==> config.mk <==
export PLATFORM = sky130hd
export DESIGN_NAME = brj_unit
export DESIGN_NICKNAME = d
export VERILOG_FILES = /design/src/rtl/brj_pkg.sv /design/src/rtl/brj_decode.sv /design/src/rtl/brj_cond.sv /design/src/rtl/brj_target.sv /design/src/rtl/brj_unit.sv
export SDC_FILE = /design/constraint.sdc
export NUM_CORES = 1
export LEC_CHECK = 0
export BUFFER_PORTS_ARGS = -buffer_cell sky130_fd_sc_hd__buf_2
export CORE_ASPECT_RATIO = 1.1
export CORE_MARGIN = 2
export CORE_UTILIZATION = 53
export DETAILED_ROUTE_END_ITERATION = 7
export HOLD_SLACK_MARGIN = 0.06
export PLACE_DENSITY = 0.92
export RECOVER_POWER = 50
export REMOVE_ABC_BUFFERS = 1
export SLEW_MARGIN = 10
export SYNTH_ARGS = -nofsm -noshare
export SYNTH_HDL_FRONTEND = slang
export SYNTH_SLANG_ARGS = --single-unit
==> constraint.sdc <==
create_clock -name clk -period 5.2 [get_ports clk]
set_clock_uncertainty 0.05 [all_clocks]
set_input_delay 0.26 -clock clk [delete_from_list [all_inputs] [get_ports clk]]
set_output_delay 0.26 -clock clk [all_outputs]
set_load 0.01 [all_outputs]
==> src/rtl/brj_pkg.sv <==
package brj_pkg;

    typedef enum logic [3:0] {
        OP_NONE   = 4'd0,
        OP_BEQ    = 4'd1,
        OP_BNE    = 4'd2,
        OP_BGEZ   = 4'd3,
        OP_BGTZ   = 4'd4,
        OP_BLEZ   = 4'd5,
        OP_BLTZ   = 4'd6,
        OP_BGEZL  = 4'd7,
        OP_BLTZL  = 4'd8,
        OP_JDIR   = 4'd9,
        OP_JDIRL  = 4'd10,
        OP_JREG   = 4'd11,
        OP_JREGL  = 4'd12
    } brj_op_e;

    // Instruction class produced by the decoder
    typedef struct packed {
        logic cond;     // conditional relative branch
        logic jdir;     // direct (region) jump
        logic jreg;     // register-indirect jump
        logic link;     // writes return address
    } brj_class_t;

endpackage

==> src/rtl/brj_decode.sv <==
module brj_decode
    import brj_pkg::*;
(
    input  logic [3:0]  op,
    output brj_class_t  cls
);
    always_comb begin
        cls = '0;
        case (brj_op_e'(op))
            OP_BEQ, OP_BNE, OP_BGEZ, OP_BGTZ, OP_BLEZ, OP_BLTZ: cls.cond = 1'b1;
            OP_BGEZL, OP_BLTZL: begin
                cls.cond = 1'b1;
                cls.link = 1'b1;
            end
            OP_JDIR:  cls.jdir = 1'b1;
            OP_JDIRL: begin
                cls.jdir = 1'b1;
                cls.link = 1'b1;
            end
            OP_JREG:  cls.jreg = 1'b1;
            OP_JREGL: begin
                cls.jreg = 1'b1;
                cls.link = 1'b1;
            end
            default:  cls = '0;
        endcase
    end
endmodule

==> src/rtl/brj_cond.sv <==
module brj_cond
    import brj_pkg::*;
#(
    parameter int XLEN = 32
) (
    input  logic [3:0]      op,
    input  logic [XLEN-1:0] rs,
    input  logic [XLEN-1:0] rt,
    output logic            cond_true
);
    logic rs_neg;
    logic rs_zero;
    logic rs_eq_rt;

    assign rs_neg   = rs[XLEN-1];
    assign rs_zero  = (rs == '0);
    assign rs_eq_rt = (rs == rt);

    always_comb begin
        case (brj_op_e'(op))
            OP_BEQ:             cond_true = rs_eq_rt;
            OP_BNE:             cond_true = !rs_eq_rt;
            OP_BGEZ, OP_BGEZL:  cond_true = !rs_neg;
            OP_BGTZ:            cond_true = !rs_neg && !rs_zero;
            OP_BLEZ:            cond_true = rs_neg || rs_zero;
            OP_BLTZ, OP_BLTZL:  cond_true = rs_neg;
            default:            cond_true = 1'b0;
        endcase
    end
endmodule

==> src/rtl/brj_target.sv <==
module brj_target #(
    parameter int XLEN  = 32,
    parameter int OFF_W = 16,
    parameter int IDX_W = 26
) (
    input  logic [XLEN-1:0]  pc,
    input  logic [OFF_W-1:0] offset,
    input  logic [IDX_W-1:0] index,
    input  logic [XLEN-1:0]  rs,
    output logic [XLEN-1:0]  pc_plus4,
    output logic [XLEN-1:0]  rel_tgt,
    output logic [XLEN-1:0]  dir_tgt,
    output logic [XLEN-1:0]  reg_tgt,
    output logic             reg_misaligned
);
    localparam int REGION_W = XLEN - IDX_W - 2;

    logic [XLEN-1:0] off_sext;

    assign pc_plus4 = pc + XLEN'(4);
    assign off_sext = {{(XLEN-OFF_W){offset[OFF_W-1]}}, offset};
    assign rel_tgt  = pc_plus4 + (off_sext << 2);
    assign reg_tgt  = rs;
    assign reg_misaligned = |rs[1:0];

    generate
        if (REGION_W > 0) begin : g_region
            assign dir_tgt = {pc_plus4[XLEN-1 -: REGION_W], index, 2'b00};
        end else begin : g_flat
            assign dir_tgt = XLEN'({index, 2'b00});
        end
    endgenerate
endmodule

==> src/rtl/brj_unit.sv <==
module brj_unit
    import brj_pkg::*;
#(
    parameter int XLEN     = 32,
    parameter int OFF_W    = 16,
    parameter int IDX_W    = 26,
    parameter int RIDX_W   = 5,
    parameter int LINK_REG = 31
) (
    input  logic              clk,
    input  logic              rst_n,
    input  logic              in_valid,
    input  logic [3:0]        in_op,
    input  logic [XLEN-1:0]   in_pc,
    input  logic [XLEN-1:0]   in_rs,
    input  logic [XLEN-1:0]   in_rt,
    input  logic [OFF_W-1:0]  in_offset,
    input  logic [IDX_W-1:0]  in_index,
    output logic              out_valid,
    output logic              out_taken,
    output logic [XLEN-1:0]   out_next_pc,
    output logic              out_link_we,
    output logic [RIDX_W-1:0] out_link_idx,
    output logic [XLEN-1:0]   out_link_data,
    output logic              out_misaligned
);
    localparam logic [RIDX_W-1:0] LINK_IDX = RIDX_W'(LINK_REG);

    typedef struct packed {
        logic              valid;
        logic              taken;
        logic [XLEN-1:0]   npc;
        logic              we;
        logic [RIDX_W-1:0] lidx;
        logic [XLEN-1:0]   ldata;
        logic              mis;
    } res_t;

    brj_class_t      cls;
    logic            cond_true;
    logic [XLEN-1:0] pc_plus4, rel_tgt, dir_tgt, reg_tgt;
    logic            reg_mis;
    res_t            res_d, res_q;

    brj_decode u_decode (
        .op  (in_op),
        .cls (cls)
    );

    brj_cond #(.XLEN(XLEN)) u_cond (
        .op        (in_op),
        .rs        (in_rs),
        .rt        (in_rt),
        .cond_true (cond_true)
    );

    brj_target #(.XLEN(XLEN), .OFF_W(OFF_W), .IDX_W(IDX_W)) u_target (
        .pc             (in_pc),
        .offset         (in_offset),
        .index          (in_index),
        .rs             (in_rs),
        .pc_plus4       (pc_plus4),
        .rel_tgt        (rel_tgt),
        .dir_tgt        (dir_tgt),
        .reg_tgt        (reg_tgt),
        .reg_misaligned (reg_mis)
    );

    always_comb begin
        res_d = '0;
        if (in_valid) begin
            res_d.valid = 1'b1;
            res_d.npc   = pc_plus4;
            if (cls.cond && cond_true) begin
                res_d.taken = 1'b1;
                res_d.npc   = rel_tgt;
            end
            if (cls.jdir) begin
                res_d.taken = 1'b1;
                res_d.npc   = dir_tgt;
            end
            if (cls.jreg) begin
                res_d.taken = 1'b1;
                res_d.npc   = reg_tgt;
                res_d.mis   = reg_mis;
            end
            if (cls.link) begin
                res_d.we    = 1'b1;
                res_d.lidx  = LINK_IDX;
                res_d.ldata = pc_plus4;
            end
        end
    end

    always_ff @(posedge clk) begin
        if (!rst_n) res_q <= '0;
        else        res_q <= res_d;
    end

    assign out_valid      = res_q.valid;
    assign out_taken      = res_q.taken;
    assign out_next_pc    = res_q.npc;
    assign out_link_we    = res_q.we;
    assign out_link_idx   = res_q.lidx;
    assign out_link_data  = res_q.ldata;
    assign out_misaligned = res_q.mis;


    valid_follow_chk: assert property (@(posedge clk) disable iff (!rst_n)
        in_valid |=> out_valid);


    idle_quiet_chk: assert property (@(posedge clk) disable iff (!rst_n)
        !in_valid |=> (!out_valid && !out_taken && !out_link_we && !out_misaligned && out_next_pc == '0));


    fallthru_chk: assert property (@(posedge clk) disable iff (!rst_n)
        in_valid |=> (out_taken || out_next_pc == $past(in_pc) + XLEN'(4)));


    link_dest_chk: assert property (@(posedge clk) disable iff (!rst_n)
        in_valid |=> (!out_link_we || (out_link_idx == LINK_IDX && out_link_data == $past(in_pc) + XLEN'(4))));


    misalign_tgt_chk: assert property (@(posedge clk) disable iff (!rst_n)
        out_misaligned |-> (out_taken && out_next_pc[1:0] != 2'b00));


    dir_taken_chk: assert property (@(posedge clk) disable iff (!rst_n)
        (in_valid && (in_op == 4'd9 || in_op == 4'd10)) |=> out_taken);

endmodule

==> run metrics, run 1 <==
outcome=finished, final reports clean; hold path start=in_pc[0]; Total Wirelength=17900 um; multi-input logic area=about 0.0035 mm2; # fillers=approximately 800; clk sinks=68; Post-DRT Antenna Nets=0; multiplexer share of the synthesized area=less than 1%; CTS tree=done; total of max-cap violations=0; n_diodes=0; highest clock rate=275 MHz; top post-synthesis cells by area=dfxtp_1 27%, xnor2_1 12%, ha_1 8.9%; Max-slew headroom=around 17%; clk slew on worst S/H paths=0.08 ns; Endpoint, Worst Hold=out_link_data[0]; chip height=between 100 and 150 um; post-synthesis register bit count=68; main flop type after synthesis=dfxtp_1; Lkg Pwr=roughly 2.8 nW; number of synthesized flops with an enable pin=0; ys async rst share=0%; via-per-instance ratio=between 6 and 7; slowest CP cell=and4_1; share of the synthesized area in the top cell type=26.9%; final net count=1010; Ys Warns=0; Synth Area in Adders=under 10%; CP endpoint kind=flop; initial antenna violation count=0; number of global-route vias before repair=around 5500; routed len/inst=18.9 um; CTS Buffer Depth=2; Fin. Hold Viols=0; crit path cell chain=buf_2 > and4_1 > nand4_4 > nor2_4 > nand3_2 > xnor2_1 > ha_1 > a211oi_1 > o21ai_0 > a221oi_1 > o21ai_0 > a41o_1 > o211ai_2 > o22ai_1 > a211o_1 > o21ai_1; Setup CP Type=input port to flop; Syn-to-layout area delta=24.9%; Pins Over Slew Limit=0; Hold-fix buffers, CTS=0; Syn Inst Count=627; Initial Utilization=54.4%; Peak VDD IR=around 0.14 mV; area of the die=0.0103 mm2; Rows=37; min cycle time layout=roughly 3.6 ns; XOR/XNOR Fraction of Synth Area=14.5%; via count=approximately 5800; total track usage=33.8%; Overflow after GRT=0; HPWL after DPL=13800 um; die width=97.2 um; sequential fraction of the synthesis area=26.9%; HP Class=input port to flop; CTS Buf Count=9; register area=between 0.001 and 0.0015 mm2; commonest non-fill, non-tap cell in the layout=buf_2; global placement routability congestion=between 0.9 and 1; Synth cell types=61; Power Dens Cells=245 mW/mm2; number of port buffers=217; most frequent cell on the critical path=o21ai_0; Slowest Stage Delay on Critical Path=0.37 ns; setup TNS=0 ns; H-tree depth=3; Synth Area in Simple Gates=between 20% and 30%; Startpoint Class=input port; post-synth top area cell=dfxtp_1; final core utilization=67.9%; Synth Area in Compound Gates=about a quarter; Max Fanout on Critical Path=7; first-pass GRT wire length=27800 um; Mapped Area=0.00506 mm2; Slew @ Worst Pin=1.23 ns; endpoints failing setup=0; root buf cell=clkbuf_8; RSZ-0062 raised after global routing=false; Post-CTS Setup Bufs=0; Worst Path Buf+Inv=1; share of cells above drive strength 1=21.8%; fin crit share=about 70%; most frequent cells in the layout=147 x buf_2, 71 x clkbuf_1, 69 x xnor2_1, 68 x dfxtp_1, 62 x nand2_1; largest family of logic cells by synthesized area=compound AO/OA/AOI/OAI gates; Mean Syn Cell Area=8.07 um2; Top Ports=218; # DRC=0; CTS resizes=0; CP top delay family=compound AO/OA/AOI/OAI gates; 1st-iter DRT viols=375; DRT Pass-1 Iters=8; Hold Crit Depth=2; largest net degree at the start of global routing=42; critical path arrival=3.87 ns; core area=0.00931 mm2; Critical Path RT=5.44 ns
## worst max path at each step
| stage | start | to | slack [ns] | cells past startpoint |
|---|---|---|---|---|
| 2_1_floorplan | in_rs[29] | out_next_pc[27] | 1.73 | 8 |
| 3_3_place_gp | in_pc[4] | out_next_pc[29] | 1.42 | 16 |
| 3_5_place_dp | in_pc[4] | out_next_pc[28] | 1.35 | 16 |
| 4_1_cts | in_pc[4] | out_next_pc[28] | 1.69 | 16 |
| 5_1_grt | in_pc[4] | out_next_pc[28] | 1.39 | 16 |
| 6_report | in_pc[4] | out_next_pc[28] | 1.57 | 16 |
## metrics by stage
| step | power (mW) | hold WS [ns] | worst slack, ns | cell area [um2] | instances |
|---|---|---|---|---|---|
| CTS | 1.54 | 0.108 | 1.69 | 6410 | 950 |
| global route | 1.61 | 0.107 | 1.39 | 6320 | 950 |
| finish | 1.55 | 0.113 | 1.57 | 6320 | 950 |
| global placement | 1.05 | 0.462 | 1.42 | 6190 | 934 |
| floorplan | 0.863 | 0.282 | 1.73 | 4910 | 595 |
| detailed placement | 1.05 | 0.469 | 1.35 | 6190 | 934 |
## per-layer routing
layer	up-vias	wire length [um]	track usage, %
met5	-	0	0
met4	0	840	16.5
met3	70	1920	6.77
met2	380	8470	58.1
met1	2636	6700	40.3
li1	2701	-	-
## cell type report
cell class	count	area share [%]
Sequential cell	68	21.5
Multi-Input combinational cell	512	55.4
Inverter	15	0.891
Clock inverter	5	1.19
Tap cell	117	2.32
Timing Repair Buffer	222	16.4
Clock buffer	11	2.24
## state kept, by name, summed over array words and instances (netlist names)
name	cells
out_link_idx	1
out_next_pc	32
out_link_data	32
out_taken	1
out_valid	1
out_misaligned	1
## report_power, final
group          total (mW)  leakage (nW)  switching [mW]  internal, mW
Combinational       0.496          2.09           0.289         0.207
Clock               0.499         0.113           0.218         0.281
Sequential          0.550         0.554         0.00733         0.543
## Yosys cell counts, drive strengths merged, types with 2 or more instances
master and number:
xor2 15, nor4 11, nor3 9, xnor2 69
o22ai 2, and4 2, nand2 62, mux2 2
nand4 21, o21ai 46, nor2b 6, a211oi 5
a41o 2, dfxtp 68, o211ai 5, nand3 21
a31oi 7, a222oi 3, inv 15, a21o 16
or3 2, a221oi 23, nor2 35, and3 15
clkbuf 18, o31ai 4, buf 14, ha 36
o21a 2, a211o 2, a21boi 2, and2 16
a21oi 53, a221o 3
## cell families after synthesis
group                      count (synthesis)
and+or+nand+nor                          205
adders and majority gates                 37
buffers and inverters                     47
muxes                                      3
xor gates and xnor gates                  84
AOI/OAI and AO/OA                        183
DFF                                       68
No activity file was read; power rests on OpenSTA's default activity.
==> inputs of run 2 (changes only) <==
ABC_AREA = 1   (was not set)
CORE_UTILIZATION = 47   (was 53)
PLACE_DENSITY = 0.83   (was 0.92)
clock period = 3.1 ns   (was 5.2 ns; I/O delays follow)
==> run 2 against run 1 <==
Die area up 39%. Combinational power up 100%. Critical path type unchanged. Power up 86%.
==> run metrics, run 2 <==
via-per-instance ratio=5.14 (-16%); routed len/inst=15.0 um (-21%); 1st-iter DRT viols=667 (+78%); Pins Over Slew Limit=0 (unchanged); Mapped Area=0.00629 mm2 (+24%); HP Class=input port to flop; crit path cell chain=buf_2 > ha_1 > nand2_2 > nor2_2 > nand2_1 > nor2_2 > nand2_1 > o22ai_1 > inv_1 > ha_1 > a21oi_1 > a21boi_1 > nor2_1 > o21ai_0 > nand3_1 > nand2_1 > nand2_1 > nand2_1 > nand3b_1 > nand2_1 > inv_1; Startpoint Class=input port; sequential fraction of the synthesis area=21.6% (-5.3 points); root buf cell=clkbuf_16; busiest layer in global routing=met2; outcome=finished, final reports clean; DRT Pass-1 Iters=6 (-2); Post-synth top cells=348 x nand2_1, 153 x nor2_1, 141 x inv_1; # DRC=0 (unchanged); share of cells above drive strength 1=17.7% (-4.1 points); global placement routability congestion=0.942 (-4.5%); Max Fanout on Critical Path=3 (-4); Synth cell types=42 (-31%); highest clock rate=around 350 MHz; number of synthesized flops with an enable pin=0 (unchanged); n_diodes=0 (unchanged); RSZ-0062 raised after global routing=false; Rows=44 (+19%); cell area after layout=0.00800 mm2 (+27%); min cycle time layout=2.85 ns; critical path arrival=3.04 ns (-0.83 ns); met1 usage=39.1% (-1.2 points); post-synthesis register bit count=68 (unchanged); clk slew on worst S/H paths=0.06 ns (-0.02 ns); Setup CP Type=input port to flop; number of global-route vias before repair=7206 (+30%); Critical Path RT=3.29 ns (-2.15 ns); setup TNS=0 ns (unchanged); top post-synthesis cells by area=dfxtp_1 22%, nand2_1 21%, nor2_1 9.1%; Int Pwr=1.84 mW (+79%); most frequent cell on the critical path=nand2_1; clock group share of total power=32.6% (+0.3 points); via count=7638 (+32%); final core utilization=60.8% (-7.1 points); Slowest Stage Delay on Critical Path=0.33 ns (-0.04 ns); Post-CTS Setup Bufs=0 (unchanged); Mean Syn Cell Area=5.87 um2 (-27%); met2 Usage GRT=51.3% (-6.8 points); clk sinks=68 (unchanged); endpoints failing setup=0 (unchanged); CP top delay family=simple AND/OR/NAND/NOR gates; Post-DP Area=0.00768 mm2 (+24%); commonest non-fill, non-tap cell in the layout=nand2_1; total track usage=30.8% (-3.1 points); Sequential Power Share=32.3% (-3.3 points); CP endpoint kind=flop; area of the die=0.0143 mm2 (+39%); Lkg Pwr=4.41 nW (+59%); ys async rst share=0% (unchanged); post-synth top area cell=dfxtp_1; Net Switching=1.02 mW (+99%); Fin. Hold Viols=0 (unchanged); top-count cell post-synth=nand2_1; Max-slew headroom=58.7% (+42 points); Worst Path Buf+Inv=3 (+2); main flop type after synthesis=dfxtp_1; combinational power share=35.1% (+3.0 points); fin crit share=about nine tenths; Syn-to-layout area delta=27.1%; initial antenna violation count=0 (unchanged); largest net degree at the start of global routing=36 (-14%); Sw Ratio=35.7% (+2.4 points); Syn Inst Count=1071 (+71%); H-tree depth=3 (unchanged); chip height=125 um (+18%); share of the synthesized area in the top cell type=21.6% (-5.3 points); CTS Buf Count=9 (unchanged); die width=114 um (+18%); Slew @ Worst Pin=0.616 ns (-0.614 ns); GR met3 Demand/Resource=4.02% (-2.7 points); HPWL after DPL=18100 um (+31%); first-pass GRT wire length=34800 um (+25%); final net count=1501 (+49%); Top Ports=218 (unchanged); CTS tree=done; Peak VDD IR=0.229 mV (+62%); CTS Buffer Depth=2 (unchanged); Total Wirelength=22200 um (+24%); Initial Utilization=47.8% (-6.6 points); slowest CP cell=ha_1; Power Dens Cells=359 mW/mm2 (+47%); Post-DRT Antenna Nets=0 (unchanged); number of port buffers=217 (unchanged); total of max-cap violations=0 (unchanged); most frequent cells in the layout=348 x nand2_1, 153 x nor2_1, 151 x buf_2, 141 x inv_1, 69 x clkbuf_1; core area=0.0132 mm2 (+41%); Overflow after GRT=0 (unchanged); Ys Warns=0 (unchanged)
## run 2: cell types whose count changed after synthesis, moves of 16 or more
cell	before	now
a221oi_1	22	0
nand3_1	20	55
nand2_1	62	348
xnor2_1	69	23
inv_1	15	141
o21ai_0	43	27
nand3b_1	1	20
nor2_1	33	153
## run 2: power groups by stage
stage	Clock, mW	Combinational (mW)	Sequential [mW]
2_1_floorplan	0	0.575	0.969
3_3_place_gp	0	0.979	0.945
4_1_cts	0.949	0.998	0.926
6_report	0.935	1.01	0.927
5_1_grt	0.990	1.12	0.930
3_5_place_dp	0	0.982	0.945
## run 2: per-layer routing
layer  vias up  routed length [um]
met5         -                   0
met4         0                 934
met3        54                1580
met2       375               10300
met1      3355                9400
li1       3854                   -
## run 2: repair_timing
item,CTS,global route
endpoints found under the setup margin,0,7
endpoints found under the hold margin,10,0
resized for setup,0,7
hold buffers,10,0
## run 2: kinds of logic after synthesis
| family | Yosys count | synth area share (%) |
|---|---|---|
| xor+xnor | 51 | 7.22 |
| flops | 68 | 21.6 |
| fa+ha+maj | 37 | 7.48 |
| buf+inv | 173 | 11.3 |
| compound gates | 102 | 9.09 |
| simple gates | 640 | 43.3 |
## run 2: path summary, 6_finish.rpt
check / from / to / slack [ns] / cells past startpoint
worst max-delay path: in_pc[2] / out_next_pc[25] / 0.25 / 21
worst min-delay path: in_index[22] / out_next_pc[24] / 0.07 / 5
## run 2: through the flow
stage | hold WS, ns | cells | setup slack [ns] | power (mW)
floorplan | 0.177 | 1048 | 0.440 | 1.54
global placement | 0.350 | 1459 | -0.0969 | 1.92
detailed placement | 0.361 | 1459 | -0.100 | 1.93
CTS | 0.0669 | 1485 | 0.231 | 2.87
global route | 0.0939 | 1485 | 0.00208 | 3.04
finish | 0.0729 | 1485 | 0.250 | 2.87
## run 2: tightest hold or removal path, cell delays in order
cell and delay [ns]:
buf_2 0.08, nand2_1 0.04, nand2_1 0.05, nand2_1 0.04, nand3_1 0.06
## run 2: layout make-up
type                       count  area, um2
fill                        1343       5160
multi-input combinational    830       4250
sequential                    68       1360
timing repair buffer         260       1350
inverter                     150        566
clock buffer                  12        236
tap                          161        201
clock inverter                 4       26.3
